$ cat src/rtl/cpwm_pkg.sv
package cpwm_pkg;
  localparam int ADR_CTRL = 0;
  localparam int ADR_PER  = 1;
  localparam int ADR_DEAD = 2;
  localparam int ADR_CH0  = 4;
  localparam int CTRL_W   = 13;
  localparam logic [1:0] MODE_TRI = 2'b10;

  typedef struct packed {
    logic       per_xfer;
    logic       chan_xfer;
    logic       act_low;
    logic       dt_off;
    logic       run;
    logic [2:0] cull;
    logic [2:0] presc;
    logic [1:0] mode;
  } ctrl_t;

  // count-clock enable: one base cycle out of every 2^sel
  function automatic logic presc_tick(input logic [6:0] div, input logic [2:0] sel);
    logic [6:0] mask;
    mask = (7'd1 << sel) - 7'd1;
    return (div & mask) == mask;
  endfunction

  // next value of the triangle counter
  function automatic logic [15:0] tri_next(input logic [15:0] cnt, input logic up,
                                           input logic [15:0] per);
    if (per == '0)             return '0;
    else if (up && cnt >= per) return cnt - 16'd1;
    else if (up || cnt == '0)  return cnt + 16'd1;
    else                       return cnt - 16'd1;
  endfunction
endpackage

$ cat src/rtl/cpwm_regs.sv
module cpwm_regs
  import cpwm_pkg::*;
#(
  parameter int CW  = 16,
  parameter int NCH = 3,
  parameter int AW  = 3
) (
  input  logic                   clk,
  input  logic                   rst_n,
  input  logic                   wr_en,
  input  logic [AW-1:0]          wr_addr,
  input  logic [CW-1:0]          wr_data,
  input  logic                   xfer_fire,
  output ctrl_t                  ctrl,
  output logic                   run,
  output logic [CW-1:0]          per_act,
  output logic [NCH-1:0][CW-1:0] cmp_act,
  output logic [CW-1:0]          dead
);
  logic [CW-1:0]          per_buf;
  logic [NCH-1:0][CW-1:0] cmp_buf;
  logic                   chan_load;
  logic                   per_load;

  assign run       = ctrl.run && (ctrl.mode == MODE_TRI);
  assign chan_load = !run || (xfer_fire && ctrl.chan_xfer);
  assign per_load  = !run || (xfer_fire && ctrl.per_xfer);

  always_ff @(posedge clk or negedge rst_n) begin
    if (!rst_n) begin
      ctrl    <= '0;
      dead    <= '0;
      per_buf <= '1;
      per_act <= '1;
    end else begin
      if (wr_en && wr_addr == AW'(ADR_CTRL)) ctrl    <= ctrl_t'(wr_data[CTRL_W-1:0]);
      if (wr_en && wr_addr == AW'(ADR_DEAD)) dead    <= wr_data;
      if (wr_en && wr_addr == AW'(ADR_PER))  per_buf <= wr_data;
      if (per_load)                          per_act <= per_buf;
    end
  end

  for (genvar i = 0; i < NCH; i++) begin : g_ch
    always_ff @(posedge clk or negedge rst_n) begin
      if (!rst_n) begin
        cmp_buf[i] <= '0;
        cmp_act[i] <= '0;
      end else begin
        if (wr_en && wr_addr == AW'(ADR_CH0 + i)) cmp_buf[i] <= wr_data;
        if (chan_load)                            cmp_act[i] <= cmp_buf[i];
      end
    end
  end

  // without an enabled transfer, running compares hold
  a_r9_compare_hold: assert property (@(posedge clk) disable iff (!rst_n)
    (run && !(xfer_fire && ctrl.chan_xfer)) |=> $stable(cmp_act));
endmodule

$ cat src/rtl/cpwm_counter.sv
module cpwm_counter
  import cpwm_pkg::*;
#(
  parameter int CW = 16
) (
  input  logic          clk,
  input  logic          rst_n,
  input  logic          run,
  input  logic [2:0]    presc,
  input  logic [2:0]    cull,
  input  logic [CW-1:0] per,
  output logic [CW-1:0] cnt,
  output logic          fire,
  output logic          irq
);
  logic [6:0]    div;
  logic [2:0]    cull_cnt;
  logic          up;
  logic          tick;
  logic          valley;
  logic [CW-1:0] cnt_nx;

  assign tick   = run && presc_tick(div, presc);
  assign cnt_nx = tri_next(cnt, up, per);
  assign valley = tick && cnt != '0 && cnt_nx == '0;
  assign fire   = valley && cull_cnt == cull;

  always_ff @(posedge clk or negedge rst_n) begin
    if (!rst_n) begin
      div <= '0; cnt <= '0; up <= 1'b1; cull_cnt <= '0; irq <= 1'b0;
    end else if (!run) begin
      div <= '0; cnt <= '0; up <= 1'b1; cull_cnt <= '0; irq <= 1'b0;
    end else begin
      div <= div + 7'd1;
      irq <= fire;
      if (tick) begin
        cnt <= cnt_nx;
        if (up && cnt >= per && per != '0) up <= 1'b0;
        else if (!up && cnt == '0)         up <= 1'b1;
      end
      if (valley) cull_cnt <= fire ? 3'd0 : cull_cnt + 3'd1;
    end
  end

  // the count moves by at most one step per cycle while running
  a_r2_unit_step: assert property (@(posedge clk) disable iff (!rst_n)
    (run && $past(run)) |-> (cnt == $past(cnt) || cnt == $past(cnt) + 1'b1 ||
                             cnt == $past(cnt) - 1'b1));
  // the interrupt pulse appears only at the valley
  a_r2_irq_at_valley: assert property (@(posedge clk) disable iff (!rst_n)
    irq |-> (cnt == '0));
  // no interrupt while not running
  a_r11_no_irq_idle: assert property (@(posedge clk) disable iff (!rst_n)
    !run |=> !irq);
endmodule

$ cat src/rtl/cpwm_deadband.sv
module cpwm_deadband #(
  parameter int CW = 16
) (
  input  logic          clk,
  input  logic          rst_n,
  input  logic          en,
  input  logic          raw,
  input  logic [CW-1:0] dt,
  input  logic          dt_off,
  output logic          pos,
  output logic          neg
);
  logic [1:0] leg_in;
  logic [1:0] leg_on;

  assign leg_in = {en && !raw, en && raw};

  for (genvar k = 0; k < 2; k++) begin : g_leg
    logic [CW:0] dly;
    always_ff @(posedge clk or negedge rst_n) begin
      if (!rst_n)                         dly <= '0;
      else if (!leg_in[k])                dly <= '0;
      else if (dly <= {1'b0, dt})         dly <= dly + 1'b1;
    end
    assign leg_on[k] = leg_in[k] && (dt_off || dly > {1'b0, dt});

    // with dead time in use, a leg turns on only after its input was already high
    a_r4_delayed_on: assert property (@(posedge clk) disable iff (!rst_n)
      (!dt_off && $past(!dt_off) && $rose(leg_on[k])) |-> $past(leg_in[k]));
  end

  assign pos = leg_on[0];
  assign neg = leg_on[1];

  // a complementary pair never overlaps
  a_r4_no_overlap: assert property (@(posedge clk) disable iff (!rst_n)
    !(pos && neg));
endmodule

$ cat src/rtl/cpwm_timer.sv
module cpwm_timer
  import cpwm_pkg::*;
#(
  parameter int CW  = 16,
  parameter int NCH = 3,
  parameter int AW  = 3
) (
  input  logic           clk,
  input  logic           rst_n,
  input  logic           wr_en,
  input  logic [AW-1:0]  wr_addr,
  input  logic [CW-1:0]  wr_data,
  output logic [2*NCH-1:0] pwm_out,
  output logic           period_irq,
  output logic           cfg_err
);
  ctrl_t                  ctrl;
  logic                   run;
  logic [CW-1:0]          per_act;
  logic [NCH-1:0][CW-1:0] cmp_act;
  logic [CW-1:0]          dead;
  logic [CW-1:0]          cnt;
  logic                   xfer_fire;
  logic [NCH-1:0]         raw;
  logic [NCH-1:0]         over;
  logic [NCH-1:0]         pos;
  logic [NCH-1:0]         neg;
  logic                   bad_cfg;

  cpwm_regs #(.CW(CW), .NCH(NCH), .AW(AW)) u_regs (
    .clk(clk), .rst_n(rst_n), .wr_en(wr_en), .wr_addr(wr_addr), .wr_data(wr_data),
    .xfer_fire(xfer_fire), .ctrl(ctrl), .run(run), .per_act(per_act),
    .cmp_act(cmp_act), .dead(dead)
  );

  cpwm_counter #(.CW(CW)) u_cnt (
    .clk(clk), .rst_n(rst_n), .run(run), .presc(ctrl.presc), .cull(ctrl.cull),
    .per(per_act), .cnt(cnt), .fire(xfer_fire), .irq(period_irq)
  );

  for (genvar i = 0; i < NCH; i++) begin : g_phase
    assign raw[i]  = cnt >= cmp_act[i];
    assign over[i] = cmp_act[i] > per_act;
    cpwm_deadband #(.CW(CW)) u_db (
      .clk(clk), .rst_n(rst_n), .en(run), .raw(raw[i]), .dt(dead),
      .dt_off(ctrl.dt_off), .pos(pos[i]), .neg(neg[i])
    );
    assign pwm_out[2*i]   = pos[i] ^ ctrl.act_low;
    assign pwm_out[2*i+1] = neg[i] ^ ctrl.act_low;
  end

  assign bad_cfg = (per_act == '0) || (|over);

  always_ff @(posedge clk or negedge rst_n) begin
    if (!rst_n) cfg_err <= 1'b0;
    else        cfg_err <= bad_cfg;
  end

  // a zero active period is flagged on the following clock
  a_r10_zero_period: assert property (@(posedge clk) disable iff (!rst_n)
    (per_act == '0) |=> cfg_err);
  // stopped timer keeps every pair inactive
  a_r8_idle_quiet: assert property (@(posedge clk) disable iff (!rst_n)
    !run |-> (pos == '0 && neg == '0));
endmodule

$ cat config.mk
export PLATFORM = sky130hd
export DESIGN_NAME = cpwm_timer
export DESIGN_NICKNAME = d
export VERILOG_FILES = /design/src/rtl/cpwm_pkg.sv /design/src/rtl/cpwm_regs.sv /design/src/rtl/cpwm_counter.sv /design/src/rtl/cpwm_deadband.sv /design/src/rtl/cpwm_timer.sv
export SDC_FILE = /design/constraint.sdc
export NUM_CORES = 1
export LEC_CHECK = 0
export BUFFER_PORTS_ARGS = -buffer_cell sky130_fd_sc_hd__buf_2
export CAP_MARGIN = 40
export CELL_PAD_IN_SITES_DETAIL_PLACEMENT = 0
export CELL_PAD_IN_SITES_GLOBAL_PLACEMENT = 1
export CORE_MARGIN = 8
export CORE_UTILIZATION = 50
export DETAILED_ROUTE_END_ITERATION = 8
export PLACE_DENSITY = 0.81
export SYNTH_ARGS = -nofsm -noshare
export SYNTH_HDL_FRONTEND = slang
export SYNTH_SLANG_ARGS = --single-unit
export TNS_END_PERCENT = 1
$ cat constraint.sdc
create_clock -name clk -period 12.06 [get_ports clk]
set_input_delay 0.603 -clock clk [delete_from_list [all_inputs] [get_ports clk]]
set_output_delay 0.603 -clock clk [all_outputs]
set_load 0.1 [all_outputs]
==> metrics.md, run 1 <==
| Metric | Value |
|---|---|
| Post-CTS sizing | 0 |
| CTS Buf Count | 35 |
| Final setup violation count | 0 |
| Top_reg_cell synth | dfrtp_1 |
| Share of cells above drive strength 1 | 13.9% |
| Share of the synthesized area in the top cell type | 35.5% |
| Max IR drop VDD | 136 uV |
| Post-synth ARST share | 100% |
| Hold Crit Class | primary input to asynchronous set/reset pin |
| Final ANT Viol Nets | 0 |
| Vias in the first global route | 13800 |
| 1st-pass router iterations | 4 |
| Avg Cell Area, Syn | 10.2 sq um |
| Slew headroom | 41.7% |
| #FFs+latches synth | 288 |
| Initial antenna violation count | 2 |
| MaxCap Viol Count | 0 |
| Crit path max fanout | 26 |
| CTS tree | built |
| Routed length per placed instance | 20.2 microns |
| IO Port Bufs | 29 |
| Yosys top cell by area | dfrtp_1 |
| Clock Path Buffers | 3 |
| IO Count | 30 |
| R2R cell count | 14 |
| Ranking of synthesized cells by area | dfrtp_1 35%, ha_1 15%, mux2_2 5.1%, dfstp_2 4.8%, a21o_1 3.3% |
| Clock-pin slew on the worst setup and hold paths | 0.07 ns |
| Rows | 69 |
| First DRT Iteration DRCs | 668 |
| Post-CTS Setup Bufs | 0 |
| Worst Tran Pin Value | 0.868 ns |
| Post-synth net total | 2010 |
| Power per cell area | 164 mW/mm^2 |
| FMAX | 196 MHz |
| GPL Wtd Cong | 0.918 |
| H-tree levels | 2 |
| Critical Path RT | 12.46 ns |
| Drt drc | 0 |
| Routed WL | 46.5 mm |
| Later-pin clock latency in the skew report | 0.53 ns |
| Setup TNS | 0 ns |
| Most frequent cell after synthesis | dfrtp_1 |
| CTS hold repair buffers | 0 |
| Clk Tree Root Cell | clkbuf_16 |
| Core footprint | 0.0355 sq mm |
| Register area share after synthesis | 40.3% |
| Layout fillers | 3121 |
| Total track usage | 22.5% |
| Total number of vias | 13500 |
| DIE AREA | 0.0423 sq mm |
| Yosys warnings | 0 |
| Fin nets | 2051 |
| Final min period | 5.09 ns |
| Die Y | 206 microns |
| Post-synth top cells | 255 x dfrtp_1, 219 x ha_1, 140 x nor2_1 |
| EDFF count, synth | 0 |
| CTS sink count | 288 |
| Tcrit/Tclk final | 42.2% |
| Initial Util | 50.7% |
| Final Skew | 0.0193 ns |
| Synth Cell Area | 0.0180 sq mm |
| Status | complete, no violations |
| Cell variety after synth | 66 |
| Grt total ovfl | 0 |
| First-pass GRT wire length | 76.2 mm |
| Synth Instances | 1769 |
| CP Capture Type | flip-flop |
| Post-DP HPWL | 33.5 mm |
| Largest net degree at the start of global routing | 74 |
| Arrival @ worst endpoint | 5.49 ns |
| Leak pwr | 9.79 nW |
| Fin. Hold Viols | 0 |
| WHS | 0.0273 ns |
| Critical path class | flip-flop to flip-flop |
| CP startpoint kind | flip-flop |
| RSZ-0062 raised after global routing | no |
| Slew Limit Fails | 0 |
| Die X | 206 microns |
| Multi-input gate area | 0.0102 sq mm |
| Sequential cell area | 0.00725 sq mm |
| Average vias per placed instance | 5.87 |
| Synthesis-to-finish area growth | 11.9% |
[where the power goes]
part / total [mW] / internal, mW / leakage [nW] / switching (mW)
clock: 1.18 / 0.737 / 0.619 / 0.446
sequential: 1.26 / 1.13 / 3.66 / 0.130
combinational: 0.851 / 0.345 / 5.51 / 0.506
total: 3.29 / 2.21 / 9.79 / 1.08
[path summary, 6_finish.rpt]
path	start	endpoint	slack, ns
worst max-delay path	u_cnt.cnt[0]	u_regs.cmp_act[46]	6.97
worst min-delay path	rst_n	u_regs.cmp_act[18]	0.03
worst max register to register	u_cnt.cnt[0]	u_regs.cmp_act[46]	6.97
worst min register to register	u_regs.cmp_buf[1]	u_regs.cmp_act[1]	0.48
max in group asynchronous	rst_n	u_regs.per_buf[10]	10.81
min in group clk	wr_data[14]	u_regs.dead[14]	0.39
[logic make-up (layout without fill, tap and decap cells)]
kind of cell	Yosys count	after routing	share of synthesized area [%]
AND/OR/NAND/NOR	529	529	14.7
AO/OA/AOI/OAI	327	327	12.1
flip-flops	288	288	40.3
adder cells (fa/ha/maj)	219	219	15.2
buffers and inverters	160	228	3.51
multiplexers	153	153	9.69
XOR/XNOR	93	93	4.53
other	0	2	0
[registers in the layout, summed over array words and instances (netlist names)]
signal and flops:
cfg_err 1, g_phase.u_db.g_leg.dly 102, u_cnt.cnt 16, u_cnt.cull_cnt 3
u_cnt.div 7, u_cnt.irq 1, u_cnt.up 1, u_regs.cmp_act 48
u_regs.cmp_buf 48, u_regs.ctrl 13, u_regs.dead 16, u_regs.per_act 16
u_regs.per_buf 16
[cell type report]
class                           instances  share of cell area [%]
Timing Repair Buffer                   57                    2.25
Tap cell                              461                    2.86
Antenna cell                            2                  0.0249
Sequential cell                       288                    36.0
Inverter                              107                    1.99
Clock inverter                         23                    1.78
Multi-Input combinational cell       1321                    50.4
Clock buffer                           41                    4.67
[routing by layer]
metal	track usage, %	vias up	wire length [microns]
li1	-	6480	-
met5	0	-	0
met2	38.7	243	22700
met3	2.96	84	1860
met4	6.38	0	1110
met1	29.4	6688	20800
[stage by stage]
step,total power [mW],util (%),std cells,setup WS (ns),area (sq um)
finish,3.29,56.7,2300,6.97,20100
global route,3.48,56.7,2298,6.56,20100
CTS,3.32,56.7,2298,6.94,20100
detailed placement,2.12,53.1,2234,6.97,18800
global placement,2.08,52.7,2226,6.51,18700
floorplan,1.82,-,1769,7.56,18000
[critical path: stages, from the launching register on]
cell,delay (ns)
dfrtp_1,0.46
inv_1,0.27
ha_1,0.29
nand2b_1,0.14
a2111oi_0,0.66
a2111oi_2,0.13
nor4bb_1,0.30
buf_4,0.23
nand2b_1,0.33
mux2i_1,0.35
xor2_1,0.13
o31ai_1,0.60
a41oi_4,0.32
buf_4,0.37
mux2_1,0.37
[cells in the final DEF, fill, tap and decap left out, drive strengths merged, types with 14 or more instances in the layout]
cell type and count:
or3 28, inv 109, nand2 111, a21oi 79
o21a 18, xnor2 38, xor2 55, a21o 80
nor4 14, dfrtp 255, nand3 53, nand4 50
dfstp 33, buf 57, nor2 143, clkbuf 41
ha 219, mux2 140, nor3 35, and3 24
o21ai 72
No activity file was read; power rests on OpenSTA's default activity.
==> run 2: changes to the inputs <==
- ABC_AREA: unset -> 1
- CORE_UTILIZATION: 50 -> 44
- PLACE_DENSITY: 0.81 -> 0.8
- clock period: 12.06 -> 4.3 ns (I/O delays scaled with it)
==> run 2 against run 1 <==
Against the previous run:
- critical path depth is 6 higher
- non-clock buffer count increased by 10
- largest cell class unchanged
- critical endpoint is now pwm_out[0]
- setup slack worse by 6.6 ns
- largest power group unchanged
==> metrics.md, run 2 <==
| Metric | Value |
|---|---|
| Status | complete, no violations |
| Yosys warnings | 0 |
| EDFF count, synth | 0 |
| Most frequent cell after synthesis | nand2_1 |
| Rows | 77 |
| Initial antenna violation count | 0 |
| DIE AREA | 0.0509 sq mm |
| Clock-pin slew on the worst setup and hold paths | 0.06 ns |
| First DRT Iteration DRCs | 1479 |
| Die Y | 226 microns |
| Final Skew | 0.0155 ns |
| Slowest-stage cell, CP | buf_2 |
| Placed Cells | 3131 |
| Power per cell area | 393 mW/mm^2 |
| Top_reg_cell synth | dfrtp_1 |
| Post-synth top cells | 709 x nand2_1, 282 x inv_1, 255 x dfrtp_1 |
| Post-DP HPWL | 39.6 mm |
| Initial Util | 44.1% |
| Synth Cell Area | 0.0193 sq mm |
| Critical path class | flip-flop to output port |
| 1st-pass router iterations | 5 |
| IO Count | 30 |
| Critical Path RT | 4.09 ns |
| CP Cell Sequence | clkinvlp_4 > ha_1 > o21ai_0 > a21boi_0 > o21ai_0 > nand2_1 > nand2_1 > nand2_1 > nand2_1 > nand2_1 > nand2_1 > nand2_1 > nand2_1 > nand2_1 > nand2_1 > inv_1 > nand2_1 > nand2_1 > nand2_1 > buf_2 |
| Total number of vias | 17100 |
| Most frequent cells in the layout | 709 x nand2_1, 280 x inv_1, 255 x dfrtp_1 |
| Fin nets | 2821 |
| Vias in the first global route | 16400 |
| PnR Total Power | 8.43 mW |
| Final setup violation count | 0 |
| Core footprint | 0.0438 sq mm |
| Total track usage | 21.5% |
| Tcrit/Tclk final | 90.6% |
| Non-filler cells, final | 3198 |
| Routed length per placed instance | 17.0 microns |
| Largest registers | g_phase.u_db.g_leg.dly x102, u_regs.cmp_act x48, u_regs.cmp_buf x48 |
| MaxCap Viol Count | 0 |
| Top delay family on crit path | simple AND/OR/NAND/NOR gates |
| Post-synth ARST share | 100% |
| Worst path max stage delay | 0.42 ns |
| Average vias per placed instance | 5.35 |
| Clock Path Buffers | 3 |
| Final min period | 3.90 ns |
| Crit path max fanout | 11 |
| Yosys top cell by area | dfrtp_1 |
| #FFs+latches synth | 288 |
| CTS Buf Count | 35 |
| RSZ-0062 raised after global routing | no |
| Slew headroom | 44.5% |
| CTS sink count | 288 |
| Hold Crit Class | primary input to flip-flop |
| Post-synth net total | 2789 |
| Grt total ovfl | 0 |
| Drt drc | 0 |
| FMAX | 257 MHz |
| Synth Instances | 2548 |
| Max IR drop VDD | 415 uV |
| First-pass GRT wire length | 88.4 mm |
| Cell variety after synth | 48 |
| CP Capture Type | output port |
| Leak pwr | 10.8 nW |
| Avg Cell Area, Syn | 7.59 sq um |
| Slew Limit Fails | 0 |
| Synthesis-to-finish area growth | 10.7% |
| CTS tree | built |
| Final ANT Viol Nets | 0 |
| Die X | 226 microns |
| Clk Tree Root Cell | clkbuf_16 |
| Share of the synthesized area in the top cell type | 33.0% |
| # diodes | 0 |
| Crit-path most repeated cell | nand2_1 |
| Commonest non-fill, non-tap cell in the layout | nand2_1 |
| Routed WL | 54.3 mm |
| Number of flip-flops in the largest register | 102 |
| CP startpoint kind | flip-flop |
| Later-pin clock latency in the skew report | 0.55 ns |
| Largest net degree at the start of global routing | 92 |
| WP buf/inv | 3 |
| Share of cells above drive strength 1 | 7.10% |
| Fin. Hold Viols | 0 |
| Biggest register | g_phase.u_db.g_leg.dly |
| GPL Wtd Cong | 0.924 |
| H-tree levels | 2 |
| Ranking of synthesized cells by area | dfrtp_1 33%, ha_1 14%, nand2_1 14%, inv_1 5.5%, nand3_1 5.2% |
| Arrival @ worst endpoint | 3.68 ns |
| Worst Tran Pin Value | 0.831 ns |
| Register area share after synthesis | 37.5% |
| IO Port Bufs | 29 |
| Setup TNS | 0 ns |
-- run 2: final timing paths --
path | start | end | slack (ns) | depth (start not counted)
worst min-delay path | wr_data[15] | u_regs.per_buf[15] | 0.04 | 3
worst max register to register | u_regs.per_act[10] | u_regs.cmp_act[19] | 0.71 | 17
max in group asynchronous | rst_n | u_regs.per_buf[14] | 3.03 | 3
worst max-delay path | u_cnt.cnt[0] | pwm_out[0] | 0.40 | 20
min in group asynchronous | rst_n | u_cnt.div[0] | 0.21 | 2
worst min register to register | u_regs.per_buf[12] | u_regs.per_act[12] | 0.46 | 2
-- run 2: per-layer routing --
layer  routed length, microns  global-route usage [%]
met1                    26300                    31.3
met2                    24100                    33.3
met3                     2810                    3.01
met4                     1100                    5.64
met5                        0                       0
-- run 2: cell families after synthesis --
kind of cell	synth area share [%]
AND/OR/NAND/NOR	28.7
buffers and inverters	7.45
AO/OA/AOI/OAI	9.02
flip-flops	37.5
adder cells (fa/ha/maj)	14.2
XOR/XNOR	3.17
-- run 2: cell type report --
cell class / instances / area (sq um)
fillers: 4272 / 22400
repair buffers: 67 / 513
inverters: 287 / 1080
multi-input cells: 1901 / 10700
clock inverters: 10 / 146
clock buffers: 53 / 1020
flip-flops and latches: 288 / 7250
well taps: 592 / 741
-- run 2: stage by stage --
step | worst slack, ns | hold WS, ns | cell area, sq um | util [%]
floorplan | 1.18 | -0.0806 | 19300 | -
global placement | 0.793 | 0.234 | 20100 | 46.0
detailed placement | 0.758 | 0.237 | 20200 | 46.1
CTS | 0.148 | 0.00229 | 21400 | 48.8
global route | 0.0692 | 0.0213 | 21400 | 48.9
finish | 0.405 | 0.0351 | 21400 | 48.9
-- run 2: what timing repair did --
| action | CTS | global route |
|---|---|---|
| setup endpoints to repair | 0 | 1 |
| setup buffers | 0 | 3 |
| hold buffers | 1 | 0 |
| hold endpoints to repair | 60 | 0 |
| gates resized for setup | 0 | 3 |
-- run 2: report_power, final --
group	internal (mW)	switching, mW	total [mW]
clock network	1.83	1.21	3.04
logic	0.667	1.35	2.02
registers	3.07	0.299	3.37
total	5.57	2.86	8.43
-- run 2: worst reg2reg max path, delay by kind of cell, from the launching register on --
family | cells | cell delay [ns]
AND/OR/NAND/NOR | 14 | 2.08
adder cells (fa/ha/maj) | 1 | 0.33
flip-flops | 1 | 0.52
buffers and inverters | 2 | 0.57
==> run 3: changes to the inputs <==
- CAP_MARGIN: 40 -> unset
- PLACE_DENSITY: 0.8 -> 0.83
==> run 3 against run 2 <==
Against the previous run:
- sequential power is essentially flat
- worst hold slack lost 0.0034 ns
- setup slack lost 0.00084 ns
- non-clock buffer count shrank 9
- first-iteration DRC count shrank 23%
- total power shrank 0.57%
- register-to-register slack lost 0.05 ns
- fmax is essentially flat
- routed wire length grew 0.65%
- critical path depth is the same
- clock power shrank 2%
- critical path type unchanged
==> metrics.md, run 3 (synthesized netlist as in run 2, its figures left out) <==
| Metric | Value |
|---|---|
| CTS Buf Count | 35 |
| Routed length per placed instance | 17.2 microns |
| Critical Path RT | 4.09 ns |
| Sw power | 2.85 mW |
| Vias in the first global route | 16500 |
| Layout fillers | 4324 |
| FMAX | 257 MHz |
| Largest registers | g_phase.u_db.g_leg.dly x102, u_regs.cmp_act x48, u_regs.cmp_buf x48 |
| GPL Wtd Cong | 0.948 |
| Pint | 5.53 mW |
| Crit path max fanout | 18 |
| DR WL met2 | 23.7 mm |
| WL met3 | 2.94 mm |
| DIE AREA | 0.0509 sq mm |
| Comb pwr share | 24.1% |
| Synthesis-to-finish area growth | 10.0% |
| Initial Util | 44.1% |
| RSZ-0062 raised after global routing | no |
| # diodes | 0 |
| Clk Tree Root Cell | clkbuf_16 |
| Most frequent cells in the layout | 709 x nand2_1, 280 x inv_1, 255 x dfrtp_1 |
| Uppermost layer routed | met4 |
| 1st-pass router iterations | 5 |
| Rows | 77 |
| Die X | 226 microns |
| Leak pwr | 10.7 nW |
| Routed WL | 54.7 mm |
| Number of flip-flops in the largest register | 102 |
| Clock Path Buffers | 3 |
| Clock share of power | 35.7% |
| Fin. Hold Viols | 0 |
| Met1 Wirelength | 26.3 mm |
| Slew headroom | 12.9% |
| Share of cells above drive strength 1 | 6.86% |
| Switching part of the total power | 34.0% |
| Later-pin clock latency in the skew report | 0.55 ns |
| Setup TNS | 0 ns |
| Core footprint | 0.0438 sq mm |
| Final Skew | 0.0189 ns |
| Largest net degree at the start of global routing | 103 |
| Worst Tran Pin Value | 1.30 ns |
| Arrival @ worst endpoint | 3.68 ns |
| Average vias per placed instance | 5.37 |
| Biggest register | g_phase.u_db.g_leg.dly |
| Post-DP HPWL | 39.2 mm |
| Status | complete, no violations |
| First DRT Iteration DRCs | 1142 |
| CTS tree | built |
| Initial antenna violation count | 0 |
| Clock-pin slew on the worst setup and hold paths | 0.06 ns |
| CP Capture Type | output port |
| MaxCap Viol Count | 0 |
| Total number of vias | 17100 |
| IO Port Bufs | 29 |
| Commonest non-fill, non-tap cell in the layout | nand2_1 |
| Fin nets | 2812 |
| Max IR drop VDD | 362 uV |
| CP startpoint kind | flip-flop |
| Tcrit/Tclk final | 90.6% |
| Die Y | 226 microns |
| Sequential cell area | 0.00725 sq mm |
| First-pass GRT wire length | 88.4 mm |
| Critical path class | flip-flop to output port |
| Multi-input gate area | 0.0107 sq mm |
| CTS sink count | 288 |
| H-tree levels | 2 |
| Grt total ovfl | 0 |
| Power per cell area | 394 mW/mm^2 |
| Final min period | 3.90 ns |
| Sequential power share | 40.2% |
| IO Count | 30 |
| Placed cell area | 0.0201 sq mm |
| Hold Crit Class | primary input to flip-flop |
| WHS | 0.0317 ns |
| Total track usage | 21.6% |
| Final setup violation count | 0 |
| Slew Limit Fails | 0 |
| Final ANT Viol Nets | 0 |
| Cell area after layout | 0.0213 sq mm |
| Drt drc | 0 |
==> run 3: cell types whose count changed in the layout (fill, tap and decap cells not counted), sizes merged <==
cell,delta
clkinvlp,+2
buf,-10
inv,+2
clkbuf,-2
clkinv,-2
==> run 3: timing repair <==
| action | 4_1_cts | 5_1_grt |
|---|---|---|
| setup buffers | 0 | 1 |
| resized for setup | 0 | 5 |
| hold buffers | 1 | 0 |
| endpoints found under the hold margin | 70 | 0 |
| endpoints found under the setup margin | 0 | 2 |
==> run 3: area by class of cell <==
cell class | count | area share, %
multi-input combinational | 1901 | 50.1
sequential | 288 | 34.0
inverter | 287 | 5.11
clock buffer | 50 | 4.66
tap | 592 | 3.48
timing repair buffer | 58 | 1.90
clock inverter | 12 | 0.711
==> run 3: power by group through the flow <==
stage / registers, mW / logic [mW] / clock network [mW]
after CTS: 3.36 / 2.03 / 3.07
after floorplan: 3.30 / 1.41 / 0
after detailed placement: 3.41 / 2.01 / 0
after global routing: 3.40 / 2.31 / 3.16
after global placement: 3.41 / 1.93 / 0
final: 3.37 / 2.02 / 2.99
==> run 3: worst paths after layout <==
path,startpoint,slack (ns),endpoint,cells past startpoint
worst max-delay path,u_cnt.cnt[0],0.40,pwm_out[3],20
worst min-delay path,wr_data[15],0.03,u_regs.cmp_buf[31],3
worst max register to register,u_regs.per_act[11],0.66,u_regs.cmp_act[28],17
worst min register to register,u_regs.per_buf[10],0.46,u_regs.per_act[10],2
max in group asynchronous,rst_n,2.93,u_cnt.cnt[11],3
min in group asynchronous,rst_n,0.31,u_regs.cmp_buf[36],2
==> run 3: layer usage <==
| layer | global-route usage [%] | vias to the layer above |
|---|---|---|
| li1 | - | 8467 |
| met1 | 30.9 | 8090 |
| met2 | 32.5 | 454 |
| met3 | 3.35 | 107 |
| met4 | 8.39 | 0 |
| met5 | 0 | - |
==> run 3: metrics by stage <==
stage | std cells | setup slack [ns] | util (%) | power (mW)
5_1_grt | 3188 | 0.0172 | 48.6 | 8.87
3_3_place_gp | 3124 | 0.776 | 45.9 | 5.34
4_1_cts | 3187 | 0.161 | 48.5 | 8.45
2_1_floorplan | 2548 | 1.18 | - | 4.71
3_5_place_dp | 3124 | 0.740 | 45.9 | 5.42
6_report | 3188 | 0.404 | 48.6 | 8.38
==> run 3: critical path, cell delays in order, from the launching register on <==
cell	delay [ns]
dfrtp_1	0.41
clkinvlp_4	0.26
ha_1	0.36
o21ai_0	0.08
a21boi_0	0.16
o21ai_0	0.10
nand2_1	0.07
nand2_1	0.04
nand2_1	0.06
nand2_1	0.05
nand2_1	0.10
nand2_1	0.07
nand2_1	0.07
nand2_1	0.07
nand3_1	0.08
buf_4	0.25
clkinvlp_4	0.33
nand2_1	0.14
nand2_1	0.05
nand2_1	0.07
clkbuf_4	0.32
